### src/rtl/uart_rxq_pkg.sv
package uart_rxq_pkg;

   typedef enum logic [1:0] {
      OP_NONE = 2'd0,
      OP_PUSH = 2'd1,
      OP_POP  = 2'd2,
      OP_SWAP = 2'd3
   } rxq_op_e;

   function automatic rxq_op_e rxq_op(input logic do_push, input logic do_pop);
      rxq_op_e r;
      case ({do_pop, do_push})
         2'b01:   r = OP_PUSH;
         2'b10:   r = OP_POP;
         2'b11:   r = OP_SWAP;
         default: r = OP_NONE;
      endcase
      return r;
   endfunction

   function automatic bit rxq_is_pow2(input int unsigned v);
      return (v != 0) && ((v & (v - 1)) == 0);
   endfunction

endpackage

### src/rtl/uart_rxq_srst.sv
module uart_rxq_srst (
   input  logic clk,
   input  logic rst_n,
   input  logic wr_i,
   output logic bit_o,
   output logic clr_o
);
   logic bit_q;

   always_ff @(posedge clk or negedge rst_n) begin
      if (!rst_n)      bit_q <= 1'b0;
      else if (bit_q)  bit_q <= 1'b0;
      else if (wr_i)   bit_q <= 1'b1;
   end

   assign bit_o = bit_q;
   assign clr_o = bit_q;
endmodule

### src/rtl/uart_rxq_store.sv
module uart_rxq_store
   import uart_rxq_pkg::*;
#(
   parameter int unsigned DATA_W = 8,
   parameter int unsigned DEPTH  = 16,
   localparam int unsigned PTR_W = $clog2(DEPTH),
   localparam int unsigned CNT_W = PTR_W + 1
) (
   input  logic              clk,
   input  logic              rst_n,
   input  logic              clr_i,
   input  logic              active_i,
   input  logic              push_i,
   input  logic [DATA_W-1:0] data_i,
   input  logic              pop_i,
   output logic [DATA_W-1:0] rdata_o,
   output logic [CNT_W-1:0]  count_o,
   output logic              accept_o,
   output logic              overrun_o
);
   localparam logic [CNT_W-1:0] FULL_CNT = CNT_W'(DEPTH);

   logic [DATA_W-1:0] mem_q [DEPTH];
   logic [PTR_W-1:0]  wr_q;
   logic [PTR_W-1:0]  rd_ptr;
   logic [CNT_W-1:0]  cnt_q;
   logic              is_full, is_empty, take, ovr_d, ovr_q;
   rxq_op_e           op;

   assign is_full  = (cnt_q == FULL_CNT);
   assign is_empty = (cnt_q == '0);
   assign accept_o = active_i & push_i & ~is_full & ~clr_i;
   assign take     = active_i & pop_i & ~is_empty & ~clr_i;
   assign ovr_d    = active_i & push_i & is_full & ~clr_i;
   assign op       = rxq_op(accept_o, take);

   // oldest entry sits count places behind the write index (modulo depth)
   assign rd_ptr   = wr_q - cnt_q[PTR_W-1:0];

   always_ff @(posedge clk or negedge rst_n) begin
      if (!rst_n) begin
         cnt_q <= '0;
         wr_q  <= '0;
         ovr_q <= 1'b0;
      end else begin
         ovr_q <= ovr_d;
         if (clr_i) begin
            cnt_q <= '0;
            wr_q  <= '0;
         end else begin
            if (accept_o) wr_q <= wr_q + 1'b1;
            case (op)
               OP_PUSH: cnt_q <= cnt_q + 1'b1;
               OP_POP:  cnt_q <= cnt_q - 1'b1;
               default: cnt_q <= cnt_q;
            endcase
         end
      end
   end

   always_ff @(posedge clk) begin
      for (int e = 0; e < int'(DEPTH); e++) begin
         if (accept_o && (wr_q == PTR_W'(e))) mem_q[e] <= data_i;
      end
   end

   assign rdata_o   = (active_i && !is_empty) ? mem_q[rd_ptr] : '0;
   assign count_o   = cnt_q;
   assign overrun_o = ovr_q;
endmodule

### src/rtl/uart_rxq_timer.sv
module uart_rxq_timer
   import uart_rxq_pkg::*;
#(
   parameter int unsigned CT_W     = 24,
   parameter int unsigned TO_CHARS = 4,
   parameter int unsigned DEF_CT   = 52080,
   localparam int unsigned MUL_W   = $clog2(TO_CHARS + 1),
   localparam int unsigned LIM_W   = CT_W + MUL_W
) (
   input  logic            clk,
   input  logic            rst_n,
   input  logic            ld_i,
   input  logic [CT_W-1:0] ct_i,
   input  logic            kick_i,
   output logic            expire_o
);
   logic [CT_W-1:0]  ct_q;
   logic [LIM_W-1:0] lim;
   logic [LIM_W-1:0] cnt_q;
   logic             armed_q, exp_q, last;

   always_ff @(posedge clk or negedge rst_n) begin
      if (!rst_n)    ct_q <= CT_W'(DEF_CT);
      else if (ld_i) ct_q <= (ct_i == '0) ? CT_W'(1) : ct_i;
   end

   generate
      if (rxq_is_pow2(TO_CHARS)) begin : g_shift
         assign lim = LIM_W'(ct_q) << $clog2(TO_CHARS);
      end else begin : g_mult
         assign lim = LIM_W'(ct_q) * LIM_W'(TO_CHARS);
      end
   endgenerate

   assign last = armed_q && (cnt_q <= LIM_W'(1));

   always_ff @(posedge clk or negedge rst_n) begin
      if (!rst_n) begin
         cnt_q   <= '0;
         armed_q <= 1'b0;
         exp_q   <= 1'b0;
      end else begin
         exp_q <= last && !kick_i;
         if (kick_i) begin
            cnt_q   <= lim;
            armed_q <= 1'b1;
         end else if (last) begin
            armed_q <= 1'b0;
         end else if (armed_q) begin
            cnt_q <= cnt_q - 1'b1;
         end
      end
   end

   assign expire_o = exp_q;
endmodule

### src/rtl/uart_rxq.sv
module uart_rxq
   import uart_rxq_pkg::*;
#(
   parameter int unsigned DATA_W   = 8,
   parameter int unsigned DEPTH    = 16,
   parameter int unsigned CT_W     = 24,
   parameter int unsigned TO_CHARS = 4,
   parameter int unsigned CLK_HZ   = 50_000_000,
   parameter int unsigned DEF_BAUD = 9600,
   parameter int unsigned DEF_BITS = 10,
   localparam int unsigned CNT_W   = $clog2(DEPTH) + 1,
   localparam int unsigned DEF_CT  = (CLK_HZ / DEF_BAUD) * DEF_BITS
) (
   input  logic              clk,
   input  logic              rst_n,
   input  logic              en_i,
   input  logic              dis_i,
   input  logic              sw_rst_wr_i,
   output logic              rst_bit_o,
   input  logic              push_i,
   input  logic [DATA_W-1:0] push_data_i,
   input  logic              pop_i,
   output logic [DATA_W-1:0] pop_data_o,
   output logic [CNT_W-1:0]  count_o,
   output logic              empty_o,
   output logic              full_o,
   output logic              overrun_o,
   output logic              timeout_o,
   input  logic              char_ld_i,
   input  logic [CT_W-1:0]   char_cycles_i
);
   generate
      if (!rxq_is_pow2(DEPTH) || DEPTH < 2) begin : g_bad_depth
         $error("uart_rxq: DEPTH must be a power of two, at least 2");
      end
      if (DATA_W == 0) begin : g_bad_width
         $error("uart_rxq: DATA_W must be non-zero");
      end
      if (TO_CHARS == 0) begin : g_bad_chars
         $error("uart_rxq: TO_CHARS must be non-zero");
      end
      if (DEF_CT == 0 || DEF_CT >= (64'd1 << CT_W)) begin : g_bad_ct
         $error("uart_rxq: default character time does not fit CT_W");
      end
   endgenerate

   logic active, clr, accept;

   assign active = en_i & ~dis_i;

   uart_rxq_srst u_srst (
      .clk   (clk),
      .rst_n (rst_n),
      .wr_i  (sw_rst_wr_i),
      .bit_o (rst_bit_o),
      .clr_o (clr)
   );

   uart_rxq_store #(.DATA_W(DATA_W), .DEPTH(DEPTH)) u_store (
      .clk       (clk),
      .rst_n     (rst_n),
      .clr_i     (clr),
      .active_i  (active),
      .push_i    (push_i),
      .data_i    (push_data_i),
      .pop_i     (pop_i),
      .rdata_o   (pop_data_o),
      .count_o   (count_o),
      .accept_o  (accept),
      .overrun_o (overrun_o)
   );

   uart_rxq_timer #(.CT_W(CT_W), .TO_CHARS(TO_CHARS), .DEF_CT(DEF_CT)) u_timer (
      .clk      (clk),
      .rst_n    (rst_n),
      .ld_i     (char_ld_i),
      .ct_i     (char_cycles_i),
      .kick_i   (accept),
      .expire_o (timeout_o)
   );

   assign empty_o = (count_o == '0);
   assign full_o  = (count_o == CNT_W'(DEPTH));
endmodule

### config.mk
export PLATFORM = sky130hd
export DESIGN_NAME = uart_rxq
export DESIGN_NICKNAME = d
export VERILOG_FILES = /design/src/rtl/uart_rxq_pkg.sv /design/src/rtl/uart_rxq_srst.sv /design/src/rtl/uart_rxq_store.sv /design/src/rtl/uart_rxq_timer.sv /design/src/rtl/uart_rxq.sv
export SDC_FILE = /design/constraint.sdc
export NUM_CORES = 1
export LEC_CHECK = 0
export ABC_AREA = 1
export BUFFER_PORTS_ARGS = -buffer_cell sky130_fd_sc_hd__buf_2
export CORE_MARGIN = 2
export CORE_UTILIZATION = 45
export CTS_CLUSTER_DIAMETER = 30
export DETAILED_ROUTE_END_ITERATION = 7
export SLEW_MARGIN = 20
export SYNTH_ARGS = -nofsm -noshare
export SYNTH_HDL_FRONTEND = slang
export SYNTH_SLANG_ARGS = --single-unit
export TNS_END_PERCENT = 5
### constraint.sdc
create_clock -name clk -period 2.5 [get_ports clk]
set_clock_uncertainty 0.15 [all_clocks]
set_input_delay 0.375 -clock clk [delete_from_list [all_inputs] [get_ports clk]]
set_output_delay 0.375 -clock clk [all_outputs]
set_load 0.1 [all_outputs]
==> results.py, run 1 <==
metrics = {
    "clocking": {
        "tritoncts.num_buffers": 17,
        "cts_max_level": 4,
        "cts.sinks": 192,
        "worst_setup_hold_path_clk_slew_ps": 70,
        "clockBufferDepth": 2,
        "cts_root_buf": "sky130_fd_sc_hd__clkbuf_16",
        "clk-insertion-delay-late_ps": 440,
        "tritoncts_clock_tree": "done",
    },
    "floorplanning": {
        "die_span_in_y_um": 146,
        "die_w_um": 146,
        "floorplan.initialDensity_pct": 46.1,
        "floorplan.die_area_um2": 21200,
        "placementRows": 51,
        "placeableCoreArea_um2": 19600,
        "boundaryPins": 58,
    },
    "logic_synthesis": {
        "syn_area_um2": 9040,
        "dominantRegCellSynth": "sky130_fd_sc_hd__edfxtp_1",
        "synth_top_family_by_area": "simple AND/OR/NAND/NOR gates",
        "post_synth_mux_area_share_pct": 1.47,
        "synth_edf_count": 128,
        "post_synthesis_adder_cell_area_fraction_pct": 1.74,
        "synth.avg_cell_area_um2": 10.2,
        "synth-seq-cells": 192,
        "mappedNetlistNets": 941,
        "synth-async-reset-ratio_pct": 33.3,
        "ys.warnings.count": 0,
        "synth_simple_gate_area_share_pct": 19.2,
        "seq_total_area_yosys_pct": 60.4,
        "synth_cells": 889,
        "yosysUniqueCellTypes": 43,
        "synth-xor-area-share_pct": 2.42,
        "synth_compound_gate_area_share_pct": 10.4,
    },
    "sta": {
        "final.min_clock_period_ps": 3430,
        "maxSlewHeadroom_pct": 58.9,
        "finalMaxSlewViolations": 0,
        "setup_ws_ps": -933,
        "worst_slew_pin_slew_ps": 616,
        "timing.setup.tns_ps": -7110,
        "post_route_clock_period_utilization_pct": 137,
        "setup_viol": 8,
        "grt_setup_unrepaired": "true",
        "timing_hold_violations_final": 0,
        "fmax_ghz": 0.291,
        "timing.hold.ws_ps": 13.2,
    },
    "critical_path": {
        "cpMaxStageDelayCell": "sky130_fd_sc_hd__fa_2",
        "setup.reg_to_reg.worst_slack_ps": 170,
        "worst-endpoint-arrival_ps": 2910,
        "worstSetupPathType": "reg -> out",
        "worst-path-max-fanout": 7,
        "worst_setup_path_end_kind": "primary output",
        "r2r_start": "u_store.count_o[0]",
        "max_stage_delay_ps": 710,
        "top_delay_family_on_crit_path": "adder cells",
        "reg2regPathDepth": 9,
        "crit_required_ps": 1980,
        "timing.critical_path.cells": "ha_4 > fa_2 > o21ai_0 > o22ai_1 > nand2_1 > nand2_1 > o21ai_0 > a31oi_4 > buf_12",
        "worst_r2r_end": "u_store.mem_q[11][4]",
        "worst_setup_path_start_kind": "flip-flop",
        "timing.critical_path.buf_inv": 1,
    },
    "min_path": {
        "timing.hold.worst_endpoint": "u_timer.ct_q[12]",
        "worst_hold_startpoint": "char_cycles_i[12]",
        "worst_hold_path_type": "in -> reg",
        "min_delay_path_depth": 3,
    },
    "global_routing": {
        "gr-total-overflow": 0,
        "grt_pass1_vias": 6497,
        "wire_length_of_the_first_global_routing_pass_um": 34100,
        "pin_count_of_the_biggest_net_entering_global_routing": 65,
        "grt_antenna_before_repair": 0,
        "global_route.usage.total_pct": 20.6,
    },
    "routing": {
        "detail-route-antenna-nets": 0,
        "drc": 0,
        "vias_per_cell": 5.19,
        "first_pass_iters": 5,
        "drt_iter0_drc": 413,
        "num_vias": 6589,
        "wirelength_um": 21000,
        "wl_per_cell_um": 16.6,
    },
    "power": {
        "power.density_cell_area_nw_per_um2": 1230,
        "power.combinational.fraction_pct": 50.3,
        "total_power_mw": 13.5,
        "clockPowerShare_pct": 20.6,
        "internal-power_mw": 7.71,
        "leakagePower_nw": 4.43,
        "p_sw_share_pct": 42.8,
        "maximum_ir_drop_on_the_vdd_rail_uv": 786,
        "power.net_switching_mw": 5.77,
        "seq_pwr_share_pct": 29.0,
    },
    "cells_and_area": {
        "area.growth.synth_to_final_pct": 21.7,
        "final_non_filler_cells": 1270,
        "nNetsFinal": 1044,
        "antennaDiodeCount": 0,
        "final_core_util_pct": 56.1,
        "layout-drive-gt1-share_pct": 22.2,
    },
    "status": {
        "failed_checks": "negative setup slack",
        "status": "finished with violations",
    },
    "run": {
        "timing.max_cap.violations": 0,
    },
    "place": {
        "place.detailed.hpwl_um": 14600,
        "placement.io_buffers": 57,
        "place.gp.congestion": 0.803,
        "numPlacedInstances": 1229,
    },
}
==> layout by cell type, fill, tap and decap left out, types with 7 or more instances in the layout <==
cell type / Yosys / routed
sky130_fd_sc_hd__dlygate4sd3_1: 0 / 7
sky130_fd_sc_hd__buf_2: 4 / 48
sky130_fd_sc_hd__buf_4: 2 / 48
sky130_fd_sc_hd__nand3_1: 38 / 38
sky130_fd_sc_hd__nor4_1: 7 / 7
sky130_fd_sc_hd__nand4_1: 8 / 8
sky130_fd_sc_hd__inv_1: 56 / 55
sky130_fd_sc_hd__o21ai_0: 44 / 43
sky130_fd_sc_hd__a21oi_1: 50 / 42
sky130_fd_sc_hd__edfxtp_1: 128 / 128
sky130_fd_sc_hd__o21ai_2: 12 / 12
sky130_fd_sc_hd__buf_12: 0 / 16
sky130_fd_sc_hd__nor2_2: 5 / 7
sky130_fd_sc_hd__a21oi_2: 0 / 8
sky130_fd_sc_hd__ha_1: 11 / 10
sky130_fd_sc_hd__nand2_2: 7 / 7
sky130_fd_sc_hd__dfstp_2: 8 / 8
sky130_fd_sc_hd__xor2_1: 19 / 17
sky130_fd_sc_hd__nand2_1: 242 / 242
sky130_fd_sc_hd__nor3_4: 0 / 7
sky130_fd_sc_hd__nor2_1: 78 / 76
sky130_fd_sc_hd__a32o_1: 28 / 28
sky130_fd_sc_hd__dfrtp_1: 56 / 53
sky130_fd_sc_hd__mux2_2: 10 / 10
sky130_fd_sc_hd__clkbuf_16: 0 / 18
==> power by group through the flow <==
| stage | Sequential (mW) | Clock [mW] | Combinational [mW] |
|---|---|---|---|
| 4_1_cts | 3.91 | 2.82 | 6.70 |
| 5_1_grt | 3.95 | 2.96 | 7.47 |
| 6_report | 3.91 | 2.78 | 6.78 |
| 3_3_place_gp | 3.97 | 0 | 6.55 |
| 2_1_floorplan | 4.15 | 0 | 4.53 |
| 3_5_place_dp | 3.98 | 0 | 6.62 |
==> cell usage after synthesis, drive strengths merged (2+ instances only) <==
cell | instances | share of area (%)
ha | 11 | 1.5
xor2 | 19 | 1.8
nand4 | 8 | 0.55
nand3b | 4 | 0.33
edfxtp | 128 | 43
nor4 | 7 | 0.48
clkbuf | 18 | 0.75
a21oi | 50 | 2.8
o32ai | 2 | 0.19
nor2 | 84 | 3.7
nor3 | 10 | 0.55
mux2 | 10 | 1.2
a32o | 28 | 3.1
o22ai | 3 | 0.21
o21ai | 58 | 3.8
dfrtp | 56 | 16
nand2 | 252 | 11
dfstp | 8 | 2.3
mux2i | 2 | 0.22
buf | 19 | 1.2
a31oi | 2 | 0.14
nand3 | 40 | 2.3
inv | 58 | 2.4
xnor2 | 6 | 0.58
==> kinds of logic after synthesis <==
| family | after synthesis |
|---|---|
| and+or+nand+nor | 407 |
| DFF | 192 |
| AOI/OAI and AO/OA | 145 |
| buffers and inverters | 96 |
| xor gates and xnor gates | 25 |
| muxes | 12 |
| adders and majority gates | 12 |
==> timing repair <==
action,4_1_cts,5_1_grt
pin swaps,1,5
endpoints found under the hold margin,62,0
buffers inserted,1,0
cloned,0,1
hold buffers,7,0
endpoints found under the setup margin,9,12
gates resized for setup,2,5
==> per-layer routing <==
metal	share of wire, %	vias to the layer above	global-route usage, %
met1	45	3154	27.6
met4	0.71	0	4.56
li1	-	3261	-
met2	50	161	35.2
met5	0	-	0
met3	4.1	13	3.70
==> worst register-to-register path, cell delays in order (launching register included) <==
cell and delay, ps:
sky130_fd_sc_hd__dfrtp_4 490, sky130_fd_sc_hd__buf_4 170, sky130_fd_sc_hd__nor2_2 120, sky130_fd_sc_hd__nand3_1 100, sky130_fd_sc_hd__buf_4 150, sky130_fd_sc_hd__nand2_1 120
sky130_fd_sc_hd__clkinv_1 270, sky130_fd_sc_hd__nand2_1 240, sky130_fd_sc_hd__nor2_1 60, sky130_fd_sc_hd__buf_4 190
==> worst max path at each step <==
stage | depth (start not counted) | start | end | slack (ps)
after floorplan | 9 | u_store.count_o[0] | pop_data_o[1] | -820
after global placement | 9 | u_store.count_o[0] | pop_data_o[3] | -460
after detailed placement | 9 | u_store.count_o[0] | pop_data_o[2] | -480
after CTS | 9 | u_store.count_o[0] | pop_data_o[2] | -950
after global routing | 8 | u_store.count_o[0] | pop_data_o[6] | -1030
final | 9 | u_store.count_o[0] | pop_data_o[6] | -930
==> stage by stage <==
step | setup slack [ps] | area (µm²)
2_1_floorplan | -821 | 9240
3_3_place_gp | -456 | 10300
3_5_place_dp | -483 | 10300
4_1_cts | -948 | 11000
5_1_grt | -1030 | 11000
6_report | -933 | 11000
==> sequential cells by signal (all words and copies together) (netlist names) <==
signal and cells:
u_timer.ct_q 24, u_store.overrun_o 1, u_store.mem_q 128, u_timer.expire_o 1, u_timer.armed_q 1, u_srst.bit_o 1
u_store.wr_q 4, u_timer.cnt_q 27, u_store.count_o 5
==> layout make-up <==
| cell class | count | area (µm²) |
|---|---|---|
| multi-input combinational | 601 | 3340 |
| clock buffer | 17 | 425 |
| tap | 265 | 332 |
| sequential | 192 | 5470 |
| clock inverter | 15 | 178 |
| timing repair buffer | 121 | 1030 |
| inverter | 59 | 221 |
| fill | 1705 | 8600 |
Power figures use the tool's default switching activity.
==> inputs of run 2 (changes only) <==
--- a/config.mk
+++ b/config.mk
@@ -8,9 +8,10 @@
 export ABC_AREA = 1
 export BUFFER_PORTS_ARGS = -buffer_cell sky130_fd_sc_hd__buf_2
 export CORE_MARGIN = 2
-export CORE_UTILIZATION = 45
+export CORE_UTILIZATION = 31
 export CTS_CLUSTER_DIAMETER = 30
 export DETAILED_ROUTE_END_ITERATION = 7
+export MAX_ROUTING_LAYER = met4
 export SLEW_MARGIN = 20
 export SYNTH_ARGS = -nofsm -noshare
 export SYNTH_HDL_FRONTEND = slang
==> run 2 against run 1 <==
Effect of this change:
- the run still ends with negative setup slack left
- non-clock buffer count up 14
- cell area up 3.2%
- clock power up 5%
- critical path depth unchanged
- sequential power about the same
- sequential share of layout area down 1.5 points
- final cell count up 11%
- worst setup slack better by 72 ps
- register-to-register slack about the same
- critical path type unchanged
- combinational power up 5.2%
- worst hold slack better by 4.4 ps
- first-iteration DRC count up 34%
==> results.py, run 2 (synthesis gave the netlist of run 1 again) <==
metrics = {
    "global_routing": {
        "pin_count_of_the_biggest_net_entering_global_routing": 45,
        "grt_use_met2_pct": 24.0,
        "wire_length_of_the_first_global_routing_pass_um": 35100,
        "gr-usage-met1_pct": 19.6,
        "grt_pass1_vias": 6653,
        "met3_usage_pct": 2.79,
        "global_route.usage.total_pct": 15.1,
        "grt_antenna_before_repair": 1,
        "grt_busiest_layer": "met2",
        "gr-total-overflow": 0,
    },
    "cells_and_area": {
        "layout-drive-gt1-share_pct": 22.7,
        "area.growth.synth_to_final_pct": 25.5,
        "most-common-layout-cells": "sky130_fd_sc_hd__nand2_1 (241), sky130_fd_sc_hd__edfxtp_1 (128), sky130_fd_sc_hd__nor2_1 (78)",
        "nNetsFinal": 1058,
        "final_common_cell": "sky130_fd_sc_hd__nand2_1",
        "final_non_filler_cells": 1404,
        "largest_register_ffs": 128,
        "top_register": "u_store.mem_q",
        "largestRegisters": "u_store.mem_q x128, u_timer.cnt_q x27, u_timer.ct_q x24",
    },
    "routing": {
        "detail-route-antenna-nets": 0,
        "vias_per_cell": 4.83,
        "num_vias": 6781,
        "wirelength_um": 21700,
        "first_pass_iters": 5,
        "wl_per_cell_um": 15.4,
        "drt_iter0_drc": 552,
        "drc": 0,
    },
    "critical_path": {
        "max_stage_delay_ps": 630,
        "worst_setup_path_end_kind": "primary output",
        "cp_num_cells": 9,
        "timing.critical_path.cells": "ha_4 > fa_2 > buf_12 > a21oi_1 > a32o_1 > nand2_1 > a21oi_2 > nor3_4 > buf_12",
        "cpMaxStageDelayCell": "sky130_fd_sc_hd__fa_2",
        "top_delay_family_on_crit_path": "adder cells",
        "worst_setup_path_start_kind": "flip-flop",
        "timing.critical_path.buf_inv": 2,
        "worstSetupPathType": "reg -> out",
        "crit_required_ps": 1980,
        "setup.reg_to_reg.worst_slack_ps": 160,
        "worst_path_most_repeated_cell": "sky130_fd_sc_hd__buf_12",
        "reg2regPathDepth": 16,
        "worst-endpoint-arrival_ps": 2840,
        "worst-path-max-fanout": 36,
    },
    "min_path": {
        "worst_hold_path_type": "in -> reg",
        "min_delay_path_depth": 3,
    },
    "sta": {
        "post_route_clock_period_utilization_pct": 134,
        "worst_slew_pin_slew_ps": 589,
        "maxSlewHeadroom_pct": 60.7,
        "finalMaxSlewViolations": 0,
        "timing_hold_violations_final": 0,
        "grt_setup_unrepaired": "true",
        "fmax_ghz": 0.297,
        "setup_viol": 8,
        "setup_ws_ps": -861,
        "final.min_clock_period_ps": 3360,
        "timing.setup.tns_ps": -6730,
    },
    "place": {
        "placement.io_buffers": 57,
        "place.gp.congestion": 0.826,
        "place.detailed.hpwl_um": 15100,
        "numPlacedInstances": 1357,
    },
    "status": {
        "status": "finished with violations",
        "failed_checks": "negative setup slack",
    },
    "power": {
        "leakagePower_nw": 4.52,
        "maximum_ir_drop_on_the_vdd_rail_uv": 652,
        "p_sw_share_pct": 43.2,
        "clockPowerShare_pct": 20.9,
        "power.net_switching_mw": 6.04,
        "seq_pwr_share_pct": 28.1,
        "power.combinational.fraction_pct": 51.0,
        "power.density_cell_area_nw_per_um2": 1230,
        "internal-power_mw": 7.93,
    },
    "clocking": {
        "cts_max_level": 4,
        "cts_root_buf": "sky130_fd_sc_hd__clkbuf_16",
        "worst_setup_hold_path_clk_slew_ps": 90,
        "clk-insertion-delay-late_ps": 450,
        "tritoncts.num_buffers": 17,
        "tritoncts_clock_tree": "done",
        "cts.sinks": 192,
        "clockBufferDepth": 2,
        "cts_setup_buffers": 0,
    },
    "floorplanning": {
        "placeableCoreArea_um2": 28700,
        "floorplan.die_area_um2": 30500,
        "floorplan.initialDensity_pct": 31.5,
        "boundaryPins": 58,
        "die_span_in_y_um": 175,
        "die_w_um": 175,
        "placementRows": 62,
    },
    "run": {
        "timing.max_cap.violations": 0,
    },
}
[run 2: final timing paths]
| path | startpoint | to |
|---|---|---|
| min in group asynchronous | rst_n | u_timer.ct_q[23] |
| setup reg to reg | u_store.count_o[0] | u_store.count_o[4] |
| setup / recovery | u_store.count_o[0] | pop_data_o[4] |
| hold / removal | char_cycles_i[19] | u_timer.ct_q[19] |
| max in group asynchronous | rst_n | u_store.count_o[2] |
| hold reg to reg | u_timer.ct_q[11] | u_timer.ct_q[11] |
[run 2: repair_timing]
| item | 4_1_cts | 5_1_grt |
|---|---|---|
| setup endpoints to repair | 10 | 12 |
| hold buffers | 14 | 0 |
| gates resized for setup | 1 | 7 |
| hold endpoints to repair | 25 | 0 |
[run 2: power groups by stage]
stage          sequential, mW  combinational, mW  clock, mW
5_1_grt                  3.96               7.75       3.11
3_5_place_dp             3.98               7.06          0
6_report                 3.92               7.13       2.92
2_1_floorplan            4.15               4.53          0
3_3_place_gp             3.97               7.00          0
4_1_cts                  3.92               7.12       2.99
[run 2: routing by layer]
layer  wire length [µm]  up-vias  part of all wire (%)
li1                   -     3297                     -
met1               9950     3275                    46
met2              10300      185                    48
met3               1040       24                   4.8
met4                327        0                   1.5
met5                  0        -                     0
[run 2: area by class of cell]
class | instances | area, µm²
Fill cell | 2784 | 17400
Antenna cell | 1 | 2.50
Tap cell | 384 | 480
Clock buffer | 17 | 425
Inverter | 59 | 221
Multi-Input combinational cell | 601 | 3350
Timing Repair Buffer | 135 | 1180
Clock inverter | 15 | 218
Sequential cell | 192 | 5470
[run 2: worst reg2reg max path: cells and delay by family (launching register included)]
kind,cells,cell delay [ps]
buffers and inverters,3,290
adder cells (fa/ha/maj),1,170
AND/OR/NAND/NOR,12,1140
flip-flops,1,490
[run 2: per-stage QoR]
| step | util [%] | hold WS, ps | worst slack (ps) | total power, mW | area (µm²) |
|---|---|---|---|---|---|
| 2_1_floorplan | - | -70.6 | -821 | 8.68 | 9240 |
| 3_3_place_gp | 36.7 | 221 | -365 | 11.0 | 10500 |
| 3_5_place_dp | 36.7 | 218 | -407 | 11.0 | 10500 |
| 4_1_cts | 39.5 | 1.56 | -873 | 14.0 | 11300 |
| 5_1_grt | 39.5 | 10.5 | -963 | 14.8 | 11300 |
| 6_report | 39.5 | 17.6 | -861 | 14.0 | 11300 |
==> inputs of run 3 (changes only) <==
--- a/config.mk
+++ b/config.mk
@@ -12,8 +12,9 @@
 export CTS_CLUSTER_DIAMETER = 30
 export DETAILED_ROUTE_END_ITERATION = 7
 export MAX_ROUTING_LAYER = met4
+export PLACE_DENSITY = 0.56
 export SLEW_MARGIN = 20
 export SYNTH_ARGS = -nofsm -noshare
 export SYNTH_HDL_FRONTEND = slang
 export SYNTH_SLANG_ARGS = --single-unit
-export TNS_END_PERCENT = 5
+export TNS_END_PERCENT = 30
==> run 3 against run 2 <==
Effect of this change:
- the flow still finishes with violations (negative setup slack)
- final cell count increased by 0.50%
- via count decreased by 0.46%
- highest routed layer unchanged
- maximum frequency decreased by 2.3%
- largest cell class unchanged
==> results.py, run 3 (synthesis gave the netlist of run 1 again) <==
metrics = {
    "global_routing": {
        "gr-total-overflow": 0,
        "pin_count_of_the_biggest_net_entering_global_routing": 39,
        "global_route.usage.total_pct": 15.7,
        "grt_antenna_before_repair": 0,
        "grt_pass1_vias": 6885,
        "wire_length_of_the_first_global_routing_pass_um": 36600,
    },
    "routing": {
        "vias_per_cell": 4.78,
        "detail-route-antenna-nets": 0,
        "num_vias": 6750,
        "wirelength_um": 22900,
        "wl_per_cell_um": 16.3,
        "first_pass_iters": 5,
        "drt_iter0_drc": 450,
        "drc": 0,
    },
    "place": {
        "placement.io_buffers": 57,
        "place.gp.congestion": 0.819,
        "numPlacedInstances": 1358,
        "place.detailed.hpwl_um": 15500,
    },
    "cells_and_area": {
        "largest_register_ffs": 128,
        "final-seq-area_um2": 5470,
        "top_register": "u_store.mem_q",
        "final_common_cell": "sky130_fd_sc_hd__nand2_1",
        "area.growth.synth_to_final_pct": 26.4,
        "most-common-layout-cells": "sky130_fd_sc_hd__nand2_1 (236), sky130_fd_sc_hd__edfxtp_1 (128), sky130_fd_sc_hd__nor2_1 (76)",
        "multi_input_comb_area_um2": 3390,
        "largestRegisters": "u_store.mem_q x128, u_timer.cnt_q x27, u_timer.ct_q x24",
        "nNetsFinal": 1066,
        "fillers": 2846,
        "final_non_filler_cells": 1411,
        "layout-drive-gt1-share_pct": 25.6,
        "antennaDiodeCount": 0,
    },
    "status": {
        "failed_checks": "negative setup slack",
        "status": "finished with violations",
    },
    "floorplanning": {
        "placementRows": 62,
        "boundaryPins": 58,
        "floorplan.initialDensity_pct": 31.5,
        "floorplan.die_area_um2": 30500,
        "die_span_in_y_um": 175,
        "placeableCoreArea_um2": 28700,
        "die_w_um": 175,
    },
    "sta": {
        "worst_slew_pin_slew_ps": 613,
        "post_route_clock_period_utilization_pct": 138,
        "final.min_clock_period_ps": 3440,
        "timing.setup.tns_ps": -7390,
        "fmax_ghz": 0.291,
        "setup_viol": 8,
        "setup_ws_ps": -941,
        "maxSlewHeadroom_pct": 59.1,
        "timing_hold_violations_final": 0,
        "grt_setup_unrepaired": "true",
        "finalMaxSlewViolations": 0,
    },
    "power": {
        "power.density_cell_area_nw_per_um2": 1260,
        "total_power_mw": 14.4,
        "leakagePower_nw": 4.57,
        "maximum_ir_drop_on_the_vdd_rail_uv": 755,
    },
    "clocking": {
        "clockBufferDepth": 2,
        "cts_max_level": 4,
        "cts_root_buf": "sky130_fd_sc_hd__clkbuf_16",
        "tritoncts.num_buffers": 17,
        "tritoncts_clock_tree": "done",
        "cts.sinks": 192,
        "clk-insertion-delay-late_ps": 430,
        "worst_setup_hold_path_clk_slew_ps": 70,
    },
    "critical_path": {
        "worstSetupPathType": "reg -> out",
        "crit_required_ps": 1980,
        "max_stage_delay_ps": 580,
        "worst-endpoint-arrival_ps": 2920,
        "worst-path-max-fanout": 7,
        "worst_setup_path_start_kind": "flip-flop",
        "top_delay_family_on_crit_path": "adder cells",
        "worst_setup_path_end_kind": "primary output",
        "timing.critical_path.buf_inv": 4,
        "cpMaxStageDelayCell": "sky130_fd_sc_hd__fa_2",
        "worst_path_most_repeated_cell": "sky130_fd_sc_hd__buf_12",
        "timing.critical_path.cells": "ha_4 > fa_2 > buf_12 > buf_12 > clkbuf_16 > a21oi_1 > a32o_1 > nand2_1 > a21oi_2 > nor3_4 > buf_12",
    },
    "min_path": {
        "worst_hold_path_type": "in -> reg",
    },
    "run": {
        "timing.max_cap.violations": 0,
    },
}
## run 3: metal layers
layer | track usage (%) | wire [µm] | up-vias
met5 | - | 0 | -
li1 | - | - | 3304
met3 | 3.00 | 952 | 21
met1 | 20.8 | 10800 | 3276
met4 | 4.17 | 263 | 0
met2 | 24.8 | 10900 | 149
## run 3: worst min-delay path: stages
cell                      delay, ps
sky130_fd_sc_hd__buf_2          110
sky130_fd_sc_hd__nand2_1         50
sky130_fd_sc_hd__o21ai_0         60
## run 3: layout make-up
cell class,instances,area share (%)
inverters,59,1.97
clock inverters,14,1.08
flip-flops and latches,192,47.9
multi-input cells,601,29.7
well taps,384,4.21
repair buffers,143,11.4
clock buffers,18,3.76
## run 3: worst paths after layout
kind / start / to / slack [ps] / cells past startpoint
hold reg to reg: u_timer.ct_q[11] / u_timer.ct_q[11] / 330 / 2
setup / recovery: u_store.count_o[0] / pop_data_o[0] / -940 / 11
hold / removal: char_cycles_i[9] / u_timer.ct_q[9] / 20 / 3
max in group asynchronous: rst_n / u_timer.ct_q[4] / 1370 / 3
min in group asynchronous: rst_n / u_timer.ct_q[18] / 240 / 2
setup reg to reg: u_store.count_o[0] / u_store.count_o[2] / 210 / 14
## run 3: report_power, final
group | internal, mW | switching [mW]
sequential | 3.67 | 0.245
clock | 1.31 | 1.29
combinational | 3.28 | 4.61
## run 3: per-stage QoR
stage	utilization, %	area [µm²]	setup slack [ps]	hold WS (ps)
after floorplan	-	9250	-821	-70.6
after global placement	36.7	10500	-384	182
after detailed placement	36.7	10500	-434	185
after CTS	38.9	11200	-900	5.88
after global routing	39.8	11400	-1030	12.7
final	39.8	11400	-941	24.5
## run 3: what timing repair did
item | CTS | global route
hold buffers | 6 | 0
setup buffers | 0 | 9
gates resized for setup | 4 | 22
pin swaps | 0 | 8
endpoints found under the hold margin | 15 | 0
gates cloned | 0 | 6
endpoints found under the setup margin | 9 | 109
